**src/rtl/dadj_pkg.sv**
```systemverilog
package dadj_pkg;
  localparam int NIB_W  = 4;
  localparam int BYTE_W = 2 * NIB_W;
  localparam int WORD_W = 2 * BYTE_W;
  localparam int OP_W   = 3;

  typedef enum logic [OP_W-1:0] {
    OP_PK_ADD = 3'd0,
    OP_PK_SUB = 3'd1,
    OP_UN_ADD = 3'd2,
    OP_UN_SUB = 3'd3,
    OP_UN_MUL = 3'd4,
    OP_UN_DIV = 3'd5,
    OP_HOLD_A = 3'd6,
    OP_HOLD_B = 3'd7
  } dadj_op_e;

  typedef struct packed {
    logic [BYTE_W-1:0] lo;
    logic [BYTE_W-1:0] hi;
    logic              cf;
    logic              af;
  } dadj_res_t;
endpackage

```
**src/rtl/dadj_packed.sv**
```systemverilog
// Two-step packed BCD correction; SUBTRACT selects the direction.
module dadj_packed
  import dadj_pkg::*;
#(
  parameter bit SUBTRACT = 1'b0
) (
  input  logic [BYTE_W-1:0] val_i,
  input  logic              cf_i,
  input  logic              af_i,
  output logic [BYTE_W-1:0] val_o,
  output logic              cf_o,
  output logic              af_o
);
  localparam logic [NIB_W-1:0]  DIGIT_MAX = NIB_W'(9);
  localparam logic [BYTE_W:0]   LOW_FIX   = (BYTE_W+1)'(6);
  localparam logic [BYTE_W-1:0] HIGH_FIX  = BYTE_W'(8'h60);
  localparam logic [BYTE_W-1:0] ADD_LIM   = BYTE_W'(8'h99);
  localparam logic [BYTE_W-1:0] SUB_LIM   = BYTE_W'(8'h9F);

  logic              low_hit;
  logic              high_hit;
  logic [BYTE_W:0]   step1;
  logic [BYTE_W-1:0] mid;

  assign low_hit = (val_i[NIB_W-1:0] > DIGIT_MAX) | af_i;

  generate
    if (SUBTRACT) begin : g_sub
      logic cf_mid;
      assign step1    = {1'b0, val_i} - LOW_FIX;
      assign mid      = low_hit ? step1[BYTE_W-1:0] : val_i;
      // a borrow out of the low step counts as carry for the high step
      assign cf_mid   = cf_i | (low_hit & step1[BYTE_W]);
      assign high_hit = (mid > SUB_LIM) | cf_mid;
      assign val_o    = high_hit ? (mid - HIGH_FIX) : mid;
    end else begin : g_add
      assign step1    = {1'b0, val_i} + LOW_FIX;
      assign mid      = low_hit ? step1[BYTE_W-1:0] : val_i;
      // any low-step carry implies val_i > 99h, so the original test covers it
      assign high_hit = (val_i > ADD_LIM) | cf_i;
      assign val_o    = high_hit ? (mid + HIGH_FIX) : mid;
    end
  endgenerate

  assign cf_o = high_hit;
  assign af_o = low_hit;
endmodule

```
**src/rtl/dadj_ascii.sv**
```systemverilog
// Unpacked (one digit per byte) add/subtract correction over the 16-bit pair.
module dadj_ascii
  import dadj_pkg::*;
#(
  parameter bit SUBTRACT = 1'b0
) (
  input  logic [BYTE_W-1:0] lo_i,
  input  logic [BYTE_W-1:0] hi_i,
  input  logic              af_i,
  output logic [BYTE_W-1:0] lo_o,
  output logic [BYTE_W-1:0] hi_o,
  output logic              flag_o
);
  localparam logic [NIB_W-1:0]  DIGIT_MAX = NIB_W'(9);
  localparam logic [WORD_W-1:0] WORD_FIX  = WORD_W'(16'h0106);

  logic              hit;
  logic [WORD_W-1:0] word;
  logic [WORD_W-1:0] adj;
  logic [WORD_W-1:0] sel;

  assign hit  = (lo_i[NIB_W-1:0] > DIGIT_MAX) | af_i;
  assign word = {hi_i, lo_i};

  generate
    if (SUBTRACT) begin : g_sub
      assign adj = word - WORD_FIX;
    end else begin : g_add
      assign adj = word + WORD_FIX;
    end
  endgenerate

  assign sel    = hit ? adj : word;
  assign lo_o   = {{NIB_W{1'b0}}, sel[NIB_W-1:0]};
  assign hi_o   = sel[WORD_W-1:BYTE_W];
  assign flag_o = hit;
endmodule

```
**src/rtl/dadj_scale.sv**
```systemverilog
// Digit split after multiply and digit merge before divide, in radix BASE.
module dadj_scale
  import dadj_pkg::*;
#(
  parameter int BASE = 10
) (
  input  logic [BYTE_W-1:0] lo_i,
  input  logic [BYTE_W-1:0] hi_i,
  output logic [BYTE_W-1:0] split_lo_o,
  output logic [BYTE_W-1:0] split_hi_o,
  output logic [BYTE_W-1:0] merge_lo_o
);
  localparam logic [BYTE_W-1:0] BASE_B = BYTE_W'(BASE);
  localparam logic [WORD_W-1:0] BASE_W = WORD_W'(BASE);

  logic [WORD_W-1:0] merged;

  assign split_hi_o = lo_i / BASE_B;
  assign split_lo_o = lo_i % BASE_B;
  assign merged     = ({{BYTE_W{1'b0}}, hi_i} * BASE_W) + {{BYTE_W{1'b0}}, lo_i};
  assign merge_lo_o = merged[BYTE_W-1:0];
endmodule

```
**src/rtl/dadj_unit.sv**
```systemverilog
module dadj_unit
  import dadj_pkg::*;
#(
  parameter int BASE = 10
) (
  input  logic              clk,
  input  logic              rst,
  input  logic [OP_W-1:0]   op_i,
  input  logic [BYTE_W-1:0] lo_i,
  input  logic [BYTE_W-1:0] hi_i,
  input  logic              cf_i,
  input  logic              af_i,
  output logic [BYTE_W-1:0] lo_o,
  output logic [BYTE_W-1:0] hi_o,
  output logic              cf_o,
  output logic              af_o
);
  localparam int N_PK = 2;

  // packed paths, index 0 = add, 1 = subtract
  logic [BYTE_W-1:0] pk_val [N_PK];
  logic              pk_cf  [N_PK];
  logic              pk_af  [N_PK];
  // unpacked paths, same indexing
  logic [BYTE_W-1:0] un_lo  [N_PK];
  logic [BYTE_W-1:0] un_hi  [N_PK];
  logic              un_flg [N_PK];

  logic [BYTE_W-1:0] sc_lo, sc_hi, mg_lo;
  dadj_res_t         nxt;
  dadj_res_t         res_q;

  generate
    for (genvar k = 0; k < N_PK; k++) begin : g_dir
      dadj_packed #(.SUBTRACT(k == 1)) u_pk (
        .val_i (lo_i),
        .cf_i  (cf_i),
        .af_i  (af_i),
        .val_o (pk_val[k]),
        .cf_o  (pk_cf[k]),
        .af_o  (pk_af[k])
      );
      dadj_ascii #(.SUBTRACT(k == 1)) u_un (
        .lo_i   (lo_i),
        .hi_i   (hi_i),
        .af_i   (af_i),
        .lo_o   (un_lo[k]),
        .hi_o   (un_hi[k]),
        .flag_o (un_flg[k])
      );
    end
  endgenerate

  dadj_scale #(.BASE(BASE)) u_scale (
    .lo_i       (lo_i),
    .hi_i       (hi_i),
    .split_lo_o (sc_lo),
    .split_hi_o (sc_hi),
    .merge_lo_o (mg_lo)
  );

  always_comb begin
    nxt = '{lo: lo_i, hi: hi_i, cf: cf_i, af: af_i};
    unique case (dadj_op_e'(op_i))
      OP_PK_ADD: nxt = '{lo: pk_val[0], hi: hi_i, cf: pk_cf[0], af: pk_af[0]};
      OP_PK_SUB: nxt = '{lo: pk_val[1], hi: hi_i, cf: pk_cf[1], af: pk_af[1]};
      OP_UN_ADD: nxt = '{lo: un_lo[0], hi: un_hi[0], cf: un_flg[0], af: un_flg[0]};
      OP_UN_SUB: nxt = '{lo: un_lo[1], hi: un_hi[1], cf: un_flg[1], af: un_flg[1]};
      OP_UN_MUL: nxt = '{lo: sc_lo, hi: sc_hi, cf: cf_i, af: af_i};
      OP_UN_DIV: nxt = '{lo: mg_lo, hi: '0, cf: cf_i, af: af_i};
      default:   nxt = '{lo: lo_i, hi: hi_i, cf: cf_i, af: af_i};
    endcase
  end

  always_ff @(posedge clk) begin
    if (rst) res_q <= '0;
    else     res_q <= nxt;
  end

  assign lo_o = res_q.lo;
  assign hi_o = res_q.hi;
  assign cf_o = res_q.cf;
  assign af_o = res_q.af;
endmodule

```
**config.mk**
```make
export PLATFORM = sky130hd
export DESIGN_NAME = dadj_unit
export DESIGN_NICKNAME = d
export VERILOG_FILES = /design/src/rtl/dadj_pkg.sv /design/src/rtl/dadj_packed.sv /design/src/rtl/dadj_ascii.sv /design/src/rtl/dadj_scale.sv /design/src/rtl/dadj_unit.sv
export SDC_FILE = /design/constraint.sdc
export NUM_CORES = 1
export LEC_CHECK = 0
export CORE_AREA = 2 2 87 89
export CTS_CLUSTER_DIAMETER = 40
export CTS_CLUSTER_SIZE = 28
export DETAILED_ROUTE_END_ITERATION = 10
export DIE_AREA = 0 0 89 91
export PLACE_DENSITY_LB_ADDON = 0.1
export SYNTH_ARGS = -nofsm -noshare
export SYNTH_HDL_FRONTEND = slang
export SYNTH_SLANG_ARGS = --single-unit
export TNS_END_PERCENT = 30
```
**constraint.sdc**
```tcl
create_clock -name clk -period 5.7 [get_ports clk]
set_input_delay 0.57 -clock clk [delete_from_list [all_inputs] [get_ports clk]]
set_output_delay 0.57 -clock clk [all_outputs]
set_load 0.005 [all_outputs]
```
* After elaboration in Yosys (flattened, before gate mapping) *
Cells that the tools add are included.

storage, ports and cells
  flip-flop bits (word level) = 18
  output and inout port bits = 18
  bits of input ports = 23
  word-level logic and storage cells = 35

operators by class
  eq/ne operators = 5
  $lt $le $gt $ge = 3
  reduce and logical (&&, ||, !) cells = 1
  bitwise gates (word level) = 5
  div/mod/pow operators = 2
  $mul = 1
  add/subtract/negate cells = 7
  muxes and demuxes = 7

operator list
  kind                                                                     count
  18-bit one-hot mux with 6 select lines                                   1
  16-bit 2-to-1 mux                                                        2
  8-bit 2-to-1 mux                                                         4
  16-bit by 9-bit adder with 16-bit output (second input constant)         1
  8-bit greater-than comparator (second input constant)                    2
  16-bit by 9-bit subtractor with 16-bit output (second input constant)    1
  8-bit by 3-bit subtractor with 9-bit output (second input constant)      1
  8-bit by 3-bit adder with 8-bit output (second input constant)           1
  8-bit by 7-bit adder with 8-bit output (second input constant)           1
  8-bit adder                                                              1
  8-bit by 4-bit divider with 8-bit output (second input constant)         1
  8-bit by 4-bit remainder unit with 8-bit output (second input constant)  1
  8-bit by 3-bit multiplier with 7-bit output (second input constant)      1
  8-bit by 7-bit subtractor with 8-bit output (second input constant)      1
  3-bit by 2-bit equality test with 1-bit output (second input constant)   2
  3-bit equality test (second input constant)                              2
  4-bit greater-than comparator (second input constant)                    1
  1-bit OR                                                                 4
  3-bit by 1-bit equality test with 1-bit output (second input constant)   1
  3-bit logical NOT                                                        1
  1-bit bitwise AND                                                        1

* Longest topological paths before layout *
Gate-level depths: netlist of run 1.

  depth in word-level cells = 7
  gate-level depth with buffers = 13
  mapped depth without buffers = 13

* Cells and area by module *
From an unflattened synthesis of run 1, not the netlist that was laid out.

unflattened totals
  cell total of the unflattened synthesis = 486
  area total of the unflattened synthesis = 3,662.3 µm²

modules (own cells, without submodules)
  module                        seq. area each (µm²)  cells each  instances  area each (µm²)
  dadj_unit                     360.3                 163         1          1,372.6
  dadj_scale                    0.0                   163         1          1,139.8
  dadj_ascii at g_dir[1].u_un   0.0                   39          1          310.3
  dadj_packed at g_dir[0].u_pk  0.0                   43          1          289.0
  dadj_ascii at g_dir[0].u_un   0.0                   43          1          287.8
  dadj_packed at g_dir[1].u_pk  0.0                   35          1          262.8

* Worst setup path before layout of run 1 *
OpenSTA, ideal clock, no wires.

  kind = input port to flip-flop
  from = in lo_i[1]
  to = reg res_q (netlist bit lo_o[3])
  cell stages on the path = 12
  buffers on the path = 1
  slack = 2.580 ns
  setup time = 0.091 ns
  required time = 5.609 ns
  arrival time = 3.029 ns
  cells stage by stage = buf_2 -> inv_1 -> ha_1 -> nor2_1 -> nand2_1 -> o22ai_1 -> a31oi_1 -> a211oi_1 -> ha_1 -> a21oi_2 -> or3_1 -> a311oi_1

on the way
  word-level cells in the longest chain between the ends = 7
  elaborated cells on any way between the ends = 23
  classes of those cells = add/sub: 7; div: 1; order compare: 3; mux: 7; bitwise: 5

ends and longest elaborated chain
  element                                                                                  line             text
  start: declaration                                                                       dadj_unit.sv:9   input logic [BYTE_W-1:0] lo_i,
  branches (longest 6 deep; another with 8-bit by 4-bit remainder unit with 8-bit output)  -
  18-bit one-hot mux with 6 select lines *                                                 dadj_unit.sv:64  unique case (dadj_op_e'(op_i))
  end signal: assignment                                                                   dadj_unit.sv:77  else res_q <= nxt;
  end: declaration                                                                         dadj_unit.sv:31  dadj_res_t res_q;

Mark *: on every way between the ends.
A chain may end at the register's enable or synchronous reset.

* Final worst setup path of run 1 *
  from = in lo_i[1]
  to = reg res_q (netlist bit lo_o[5])

on the way
  word-level cells in the longest chain between the ends = 7
  elaborated cells on any way between the ends = 19
  classes of those cells = add/sub: 5; div: 1; order compare: 3; mux: 5; bitwise: 5

ends and longest elaborated chain
  element                                                                                  line
  branches (longest 6 deep; another with 8-bit by 4-bit remainder unit with 8-bit output)  -
  18-bit one-hot mux with 6 select lines *                                                 dadj_unit.sv:64

Marked as above.

==> results.yml, run 1 <==
run_status:
  status: "finished clean"
clocking:
  cts-root-buf: "clkbuf_8"
  clock_path_buffers: 2
  clk_pin_slew_ns: 0.06
  cts_tree: "done"
  cts_sinks: 18
  cts_resized: 0
  post_cts_buffers: 0
  numCtsBuffers: 3
  h-tree-depth: 1
  holdBufCountCts: 0
floorplan:
  core.rowCount: 31
  design.die.area_mm2: 0.00810
  die_y_um: 91
  die_x_um: 89
  core_mm2: 0.00714
  start_util_pct: 41.5
  ios: 41
worst_setup_path:
  worst_path_largest_cell_delay_ns: 0.87
  critPathLaunchType: "input port"
  cp_cell_sequence: "clkdlybuf4s50_1, inv_1, ha_1, nor2_1, nand2_1, o22ai_1, a31oi_1, a211oi_1, ha_1, a211oi_1, a221oi_2, o211ai_1, a211oi_1"
  crit_arrival_ns: 4.33
  critPathKind: "in2reg"
  cpMostUsedCell: "a211oi_1"
  crit_family: "compound AO/OA/AOI/OAI gates"
  worstPathRequired_ns: 5.85
  crit_path_top_delay_cell: "clkdlybuf4s50_1"
  crit_path_max_fanout: 16
  cp_num_buf_inv: 2
  cp-end-kind: "register"
layout:
  final_area_mm2: 0.00338
  nets: 462
  final_util_pct: 47.4
  n_antenna_cell: 0
  drive_gt1_share_pct: 7.23
  fillers: 773
  syn_to_final_growth_pct: 14.1
global_route:
  grt_pass1_wl_mm: 14.2
  grt_max_degree: 33
  antenna_found_initial: 0
  grt_usage_pct: 21.6
  grt_pass1_vias: 2788
  gr-total-overflow: 0
synth:
  async_flop_share_pct: 0
  syn_nets: 448
  syn_avg_cell_area_um2: 7.36
  synth_edf_count: 0
  ys.flop_type: "dfxtp_1"
  ys_seq_area_share_pct: 12.2
  synth.cell_area_mm2: 0.00296
  synth.ff_latch_count: 18
  synth_cells: 403
  yosysWarnings: 0
  netlist-cell-type-count: 81
worst_hold_path:
  hp-class: "in2reg"
drt:
  routedWlPerCell_um: 16.5
  drc_errors: 0
  detail-route-antenna-nets: 0
  via_count: 3024
  first_pass_iters: 4
  finalWirelength_mm: 8.49
  first_iter_violations: 266
  routed_via_density: 5.88
run:
  maxCapViolations: 0
place:
  dp_hpwl_mm: 6.47
  post-place-ws_ns: 1.30
  portBuffers: 40
  gp_congestion: 0.910
  place_area_mm2: 0.00334
sta:
  worst_slew_pin_slew_ns: 0.807
  fmax_mhz: 239
  rsz0062_at_grt: "no"
  min_period_ns: 4.18
  hold_viol_final: 0
  fin_tns_setup_ns: 0
  setup_viol: 0
  slew_violations: 0
  setup_slack_ns: 1.52
  layout_worst_path_cycle_share_pct: 73.4
  max_slew_margin_pct: 46.1
power:
  powerDensity_mw_per_mm2: 157
  max-vdd-ir-drop_v: 0.0000958
  p_leak_nw: 1.25
## worst paths after layout
check | from | endpoint | slack [ns] | depth (start not counted)
max | lo_i[1] | lo_o[5]$_SDFF_PP0_ | 1.52 | 13
min | lo_i[0] | lo_o[0]$_SDFF_PP0_ | 0.97 | 2
## through the flow
stage | power [W] | std cells | hold slack, ns
4_1_cts | 0.000532 | 514 | 0.969
6_report | 0.000531 | 514 | 0.972
3_5_place_dp | 0.000446 | 511 | 1.23
3_3_place_gp | 0.000444 | 511 | 1.23
2_1_floorplan | 0.000358 | 403 | 0.698
5_1_grt | 0.000573 | 514 | 0.981
## final cells by class
| type | count | area, µm² | area share, % |
|---|---|---|---|
| multi-input combinational | 336 | 2370 | 70.2 |
| tap | 99 | 124 | 3.66 |
| inverter | 14 | 52.6 | 1.55 |
| sequential | 18 | 360 | 10.7 |
| timing repair buffer | 44 | 430 | 12.7 |
| clock buffer | 3 | 41.3 | 1.22 |
## synthesized netlist by cell type, types with 10 or more instances
| cell type | count | area share [%] |
|---|---|---|
| inv_1 | 14 | 1.8 |
| dfxtp_1 | 18 | 12 |
| ha_1 | 20 | 8.4 |
| o211ai_1 | 10 | 2.5 |
| nor3_1 | 13 | 2.2 |
| a21oi_1 | 33 | 5.6 |
| nand2_1 | 34 | 4.3 |
| clkbuf_1 | 22 | 2.8 |
| nor2_1 | 37 | 4.7 |
| o21ai_0 | 20 | 3.4 |
| xnor2_1 | 20 | 5.9 |
## placed cells by master (no fill, tap or decap), types with 4 or more instances in the layout
cell             synthesis  layout
clkdlybuf4s50_1          0      40
nor2_1                  37      37
nand2_1                 34      34
a21oi_1                 33      33
xnor2_1                 20      20
o21ai_0                 20      20
ha_1                    20      20
dfxtp_1                 18      18
inv_1                   14      14
nor3_1                  13      13
o211ai_1                10      10
a211oi_1                 8       8
nand3_1                  8       8
a21o_1                   7       7
mux2i_1                  6       6
nand2b_1                 5       5
or3_1                    5       5
nand3b_1                 4       4
o22ai_1                  4       4
o21bai_1                 4       4
a31oi_1                  4       4
nor4_1                   4       4
xor2_1                   4       4
buf_4                    0       4
## power breakdown
group	switching [W]	total [W]	leakage, nW	internal, W
logic	0.000174	0.000309	1.08	0.000135
registers	0.00000231	0.000139	0.150	0.000137
clock network	0.0000365	0.0000833	0.0216	0.0000468
total	0.000213	0.000531	1.25	0.000318
## state kept, by name, summed over array words and instances (netlist names)
name	flops
cf_o	1
af_o	1
lo_o	8
hi_o	8
## cell families (layout without fill, tap and decap cells)
group | count (synthesis) | after routing | synth area share, %
compound gates | 138 | 138 | 34.3
xor+xnor | 24 | 24 | 7.09
fa+ha+maj | 22 | 22 | 9.79
buf+inv | 49 | 61 | 7.77
flops | 18 | 18 | 12.2
mux | 8 | 8 | 2.79
simple gates | 144 | 144 | 26.1
## layer usage
metal | routed length, µm | global-route usage [%] | vias to the layer above
met3 | 533 | 1.00 | 8
met4 | 74 | 3.23 | 0
met1 | 4210 | 34.9 | 1372
met2 | 3670 | 31.9 | 113
met5 | 0 | 0 | -
li1 | - | - | 1531
(Power assumes the default switching activity.)
==> run 2: changes to the inputs <==
==> constraint.sdc (replaced) <==
create_clock -name clk -period 3.8 [get_ports clk]
set_input_delay 0.38 -clock clk [delete_from_list [all_inputs] [get_ports clk]]
set_output_delay 0.38 -clock clk [all_outputs]
set_load 0.005 [all_outputs]
==> run 2 against run 1 <==
Hold slack worse by 0.18 ns. Sequential share of layout area is 0.58 points lower. Critical path depth down 2. Global-route usage is essentially flat. Via count rose by 4.8%. Die area unchanged. Clock power rose by 82%. Utilization increased by 2.7 points. Wire length increased by 2.8%. Non-clock buffer count grew 24. Sequential cell count unchanged. Largest power group unchanged. Highest routed layer unchanged.
==> results.yml, run 2 (same netlist as run 1, synthesis figures left out) <==
run_status:
  status: "finished clean"
clocking:
  numCtsBuffers: 3
  post_cts_buffers: 0
  clock_path_buffers: 2
  h-tree-depth: 1
  clk_pin_slew_ns: 0.06
  cts_tree: "done"
  cts_resized: 0
  cts_sinks: 18
  holdBufCountCts: 0
  cts-root-buf: "clkbuf_8"
drt:
  first_pass_iters: 5
  routedWlPerCell_um: 16.2
  routed_via_density: 5.88
  finalWirelength_mm: 8.73
  via_count: 3169
  drc_errors: 0
  detail-route-antenna-nets: 0
  first_iter_violations: 300
sta:
  min_period_ns: 3.44
  worst_slew_pin_slew_ns: 0.690
  fmax_mhz: 290
  slew_violations: 0
  rsz0062_at_grt: "no"
  hold_viol_final: 0
  max_slew_margin_pct: 53.9
  layout_worst_path_cycle_share_pct: 90.6
  fin_tns_setup_ns: 0
  setup_slack_ns: 0.356
  setup_viol: 0
worst_setup_path:
  cp-end-kind: "register"
  worstPathRequired_ns: 3.96
  crit_path_top_delay_cell: "clkdlybuf4s50_1"
  crit_family: "compound AO/OA/AOI/OAI gates"
  cpMostUsedCell: "a211oi_1"
  worst_path_largest_cell_delay_ns: 0.62
  cp_num_buf_inv: 1
  cp_cell_sequence: "clkdlybuf4s50_1, and2b_4, o32ai_2, nor3_1, nor4b_1, a211oi_1, ha_1, a2111oi_0, o211a_1, o211ai_1, a211oi_1"
  critPathKind: "in2reg"
  crit_arrival_ns: 3.61
  crit_path_max_fanout: 13
  critPathLaunchType: "input port"
global_route:
  grt_pass1_vias: 2876
  grt_max_degree: 28
  gr-total-overflow: 0
  grt_usage_pct: 21.6
  antenna_found_initial: 0
  grt_pass1_wl_mm: 14.2
floorplan:
  start_util_pct: 41.5
  core.rowCount: 31
  die_y_um: 91
  ios: 41
  core_mm2: 0.00714
  die_x_um: 89
  design.die.area_mm2: 0.00810
layout:
  nets: 486
  final_util_pct: 50.1
  syn_to_final_growth_pct: 20.6
  n_antenna_cell: 0
  mostFrequentLayoutCells: "clkdlybuf4s50_1 (40), nor2_1 (37), nand2_1 (34), a21oi_1 (33), buf_4 (28)"
  final_area_mm2: 0.00358
  seqCellArea_um2: 360
  drive_gt1_share_pct: 12.5
  final_common_cell: "clkdlybuf4s50_1"
  fillers: 727
  multi_input_comb_area_mm2: 0.00237
run:
  maxCapViolations: 0
place:
  place_area_mm2: 0.00352
  dp_hpwl_mm: 6.80
  portBuffers: 40
  gp_congestion: 0.968
  post-place-ws_ns: 0.121
power:
  p_leak_nw: 1.37
  max-vdd-ir-drop_v: 0.000112
  powerDensity_mw_per_mm2: 237
worst_hold_path:
  hp-class: "in2reg"
-- run 2: worst paths after layout --
path  slack, ns    start  cells after the start                 end
max        0.36  lo_i[4]                     11  lo_o[5]$_SDFF_PP0_
min        0.79  hi_i[7]                      3  hi_o[7]$_SDFF_PP0_
-- run 2: cell type report --
class,instances,area share (%)
Multi-Input combinational cell,336,66.4
Timing Repair Buffer,68,17.1
Sequential cell,18,10.1
Tap cell,99,3.46
Clock buffer,4,1.54
Inverter,14,1.47
-- run 2: per-layer routing --
layer / part of all wire [%] / up-vias / track usage (%)
li1: - / 1581 / -
met1: 50 / 1430 / 33.8
met2: 43 / 145 / 32.7
met3: 6.0 / 13 / 0.727
met4: 1.1 / 0 / 4.35
met5: 0 / - / 0
-- run 2: where the power goes --
group          internal [W]  leakage, nW  switching (W)  total, W
combinational      0.000220         1.19       0.000266  0.000486
clock             0.0000920       0.0288      0.0000601  0.000152
sequential         0.000205        0.150     0.00000363  0.000209
-- run 2: stage by stage --
stage          hold WS, ns  cells  power [W]
6_report             0.794    539   0.000847
4_1_cts              0.787    539   0.000845
3_5_place_dp          1.05    535   0.000691
5_1_grt              0.818    539   0.000906
3_3_place_gp          1.05    535   0.000691
2_1_floorplan        0.508    403   0.000537
==> run 3: changes to the inputs <==
--- a/config.mk
+++ b/config.mk
@@ -5,12 +5,15 @@
 export SDC_FILE = /design/constraint.sdc
 export NUM_CORES = 1
 export LEC_CHECK = 0
-export CORE_AREA = 2 2 87 89
+export CELL_PAD_IN_SITES_DETAIL_PLACEMENT = 0
+export CELL_PAD_IN_SITES_GLOBAL_PLACEMENT = 2
+export CORE_AREA = 2 2 105 107
 export CTS_CLUSTER_DIAMETER = 40
 export CTS_CLUSTER_SIZE = 28
 export DETAILED_ROUTE_END_ITERATION = 10
-export DIE_AREA = 0 0 89 91
+export DIE_AREA = 0 0 107 109
 export PLACE_DENSITY_LB_ADDON = 0.1
+export SLEW_MARGIN = 5
 export SYNTH_ARGS = -nofsm -noshare
 export SYNTH_HDL_FRONTEND = slang
 export SYNTH_SLANG_ARGS = --single-unit
==> run 3 against run 2 <==
Setup slack better by 0.011 ns. Sequential power about the same. Global-route usage down 4.2 points. Via count down 1.3%. Critical path type unchanged. Largest power group unchanged. Highest routed layer unchanged.
==> results.yml, run 3 (same netlist as run 1, synthesis figures left out) <==
global_route:
  gr-total-overflow: 0
  grt_max_degree: 28
  grt_usage_pct: 17.5
  grt_pass1_wl_mm: 15.9
  grt_pass1_vias: 2745
  antenna_found_initial: 0
worst_hold_path:
  hold_path_depth: 3
  hold_start: "hi_i[7]"
  hp-class: "in2reg"
  min_to: "hi_o[7]$_SDFF_PP0_"
layout:
  syn_to_final_growth_pct: 22.4
  n_antenna_cell: 0
  final_util_pct: 34.2
  nets: 486
  final_common_cell: "clkdlybuf4s50_1"
  final_area_mm2: 0.00363
  mostFrequentLayoutCells: "clkdlybuf4s50_1 (40), nor2_1 (37), nand2_1 (34), a21oi_1 (33), buf_4 (28)"
  fillers: 1120
  drive_gt1_share_pct: 12.5
floorplan:
  start_util_pct: 28.0
  ios: 41
  design.die.area_mm2: 0.0117
  die_y_um: 109
  core_mm2: 0.0106
  die_x_um: 107
  core.rowCount: 38
clocking:
  numCtsBuffers: 3
  cts_resized: 0
  cts-root-buf: "clkbuf_8"
  post_cts_buffers: 0
  cts_tree: "done"
  cts_sinks: 18
  holdBufCountCts: 0
  clock_path_buffers: 2
  h-tree-depth: 1
  clk_pin_slew_ns: 0.06
drt:
  routed.top_layer: "met4"
  wl_met1_mm: 5.24
  route.met3.wl_um: 436
  route.met2.wl_mm: 4.43
  via_count: 3127
  drc_errors: 0
  first_iter_violations: 183
  routedWlPerCell_um: 17.5
  finalWirelength_mm: 10.1
  detail-route-antenna-nets: 0
  first_pass_iters: 5
  routed_via_density: 5.39
power:
  comb_power_share_pct: 58.0
  max-vdd-ir-drop_v: 0.000107
  p_int_w: 0.000517
  power.switching_w: 0.000338
  p_sw_share_pct: 39.5
  sequentialPowerShare_pct: 24.4
  clkPwrFrac_pct: 17.6
  powerDensity_mw_per_mm2: 236
  p_leak_nw: 1.37
  p_total_w: 0.000856
worst_setup_path:
  worstPathRequired_ns: 3.95
  worst_path_largest_cell_delay_ns: 0.69
  cpMostUsedCell: "a211oi_1"
  crit_path_top_delay_cell: "clkdlybuf4s50_1"
  critPathKind: "in2reg"
  cp_num_buf_inv: 1
  critPathLaunchType: "input port"
  crit_family: "compound AO/OA/AOI/OAI gates"
  cp_cell_sequence: "clkdlybuf4s50_1, nand2_1, a21oi_1, nor3_4, nor4b_1, a211oi_1, ha_1, a2111oi_0, o211a_1, o211ai_1, a211oi_1"
  cp-end-kind: "register"
  crit_path_max_fanout: 10
  crit_arrival_ns: 3.59
place:
  gp_congestion: 0.830
  portBuffers: 40
  place_area_mm2: 0.00357
  post-place-ws_ns: 0.144
  dp_hpwl_mm: 7.97
sta:
  setup_slack_ns: 0.366
  worst_slew_pin_slew_ns: 0.732
  setup_viol: 0
  slew_violations: 0
  fin_tns_setup_ns: 0
  hold_viol_final: 0
  layout_worst_path_cycle_share_pct: 90.4
  min_period_ns: 3.43
  fmax_mhz: 291
  max_slew_margin_pct: 51.0
  rsz0062_at_grt: "no"
run:
  maxCapViolations: 0
run_status:
  status: "finished clean"
==> run 3: power by group through the flow <==
stage / combinational [W] / clock, W / sequential, W
2_1_floorplan: 0.000321 / 0 / 0.000215
3_3_place_gp: 0.000499 / 0 / 0.000213
3_5_place_dp: 0.000496 / 0 / 0.000213
4_1_cts: 0.000498 / 0.000158 / 0.000209
5_1_grt: 0.000549 / 0.000165 / 0.000210
6_report: 0.000497 / 0.000150 / 0.000209
==> run 3: worst max path at each step <==
| stage | startpoint | to | cells after the start | slack, ns |
|---|---|---|---|---|
| 2_1_floorplan | lo_i[1] | lo_o[3]$_SDFF_PP0_ | 12 | 0.87 |
| 3_3_place_gp | lo_i[2] | lo_o[6]$_SDFF_PP0_ | 12 | 0.18 |
| 3_5_place_dp | lo_i[4] | lo_o[3]$_SDFF_PP0_ | 11 | 0.14 |
| 4_1_cts | lo_i[4] | lo_o[5]$_SDFF_PP0_ | 11 | 0.41 |
| 5_1_grt | lo_i[1] | lo_o[5]$_SDFF_PP0_ | 13 | 0.05 |
| 6_report | lo_i[4] | lo_o[5]$_SDFF_PP0_ | 11 | 0.37 |
==> run 3: metrics by stage <==
step,hold slack (ns),std cells
floorplan,0.508,403
global placement,1.05,576
detailed placement,1.05,576
CTS,0.784,580
global route,0.814,580
finish,0.790,580
==> run 3: layout make-up <==
| class | instances | area (µm²) | share of cell area, % |
|---|---|---|---|
| Inverter | 14 | 52.6 | 1.45 |
| Tap cell | 140 | 175 | 4.83 |
| Multi-Input combinational cell | 336 | 2370 | 65.4 |
| Sequential cell | 18 | 360 | 9.93 |
| Timing Repair Buffer | 68 | 611 | 16.8 |
| Clock buffer | 4 | 55.1 | 1.52 |
==> run 3: layer usage <==
layer / up-vias / GRT usage (%)
met3: 2 / 0.658
met4: 0 / 2.23
met2: 89 / 26.9
met1: 1464 / 27.4
li1: 1572 / -
met5: - / 0
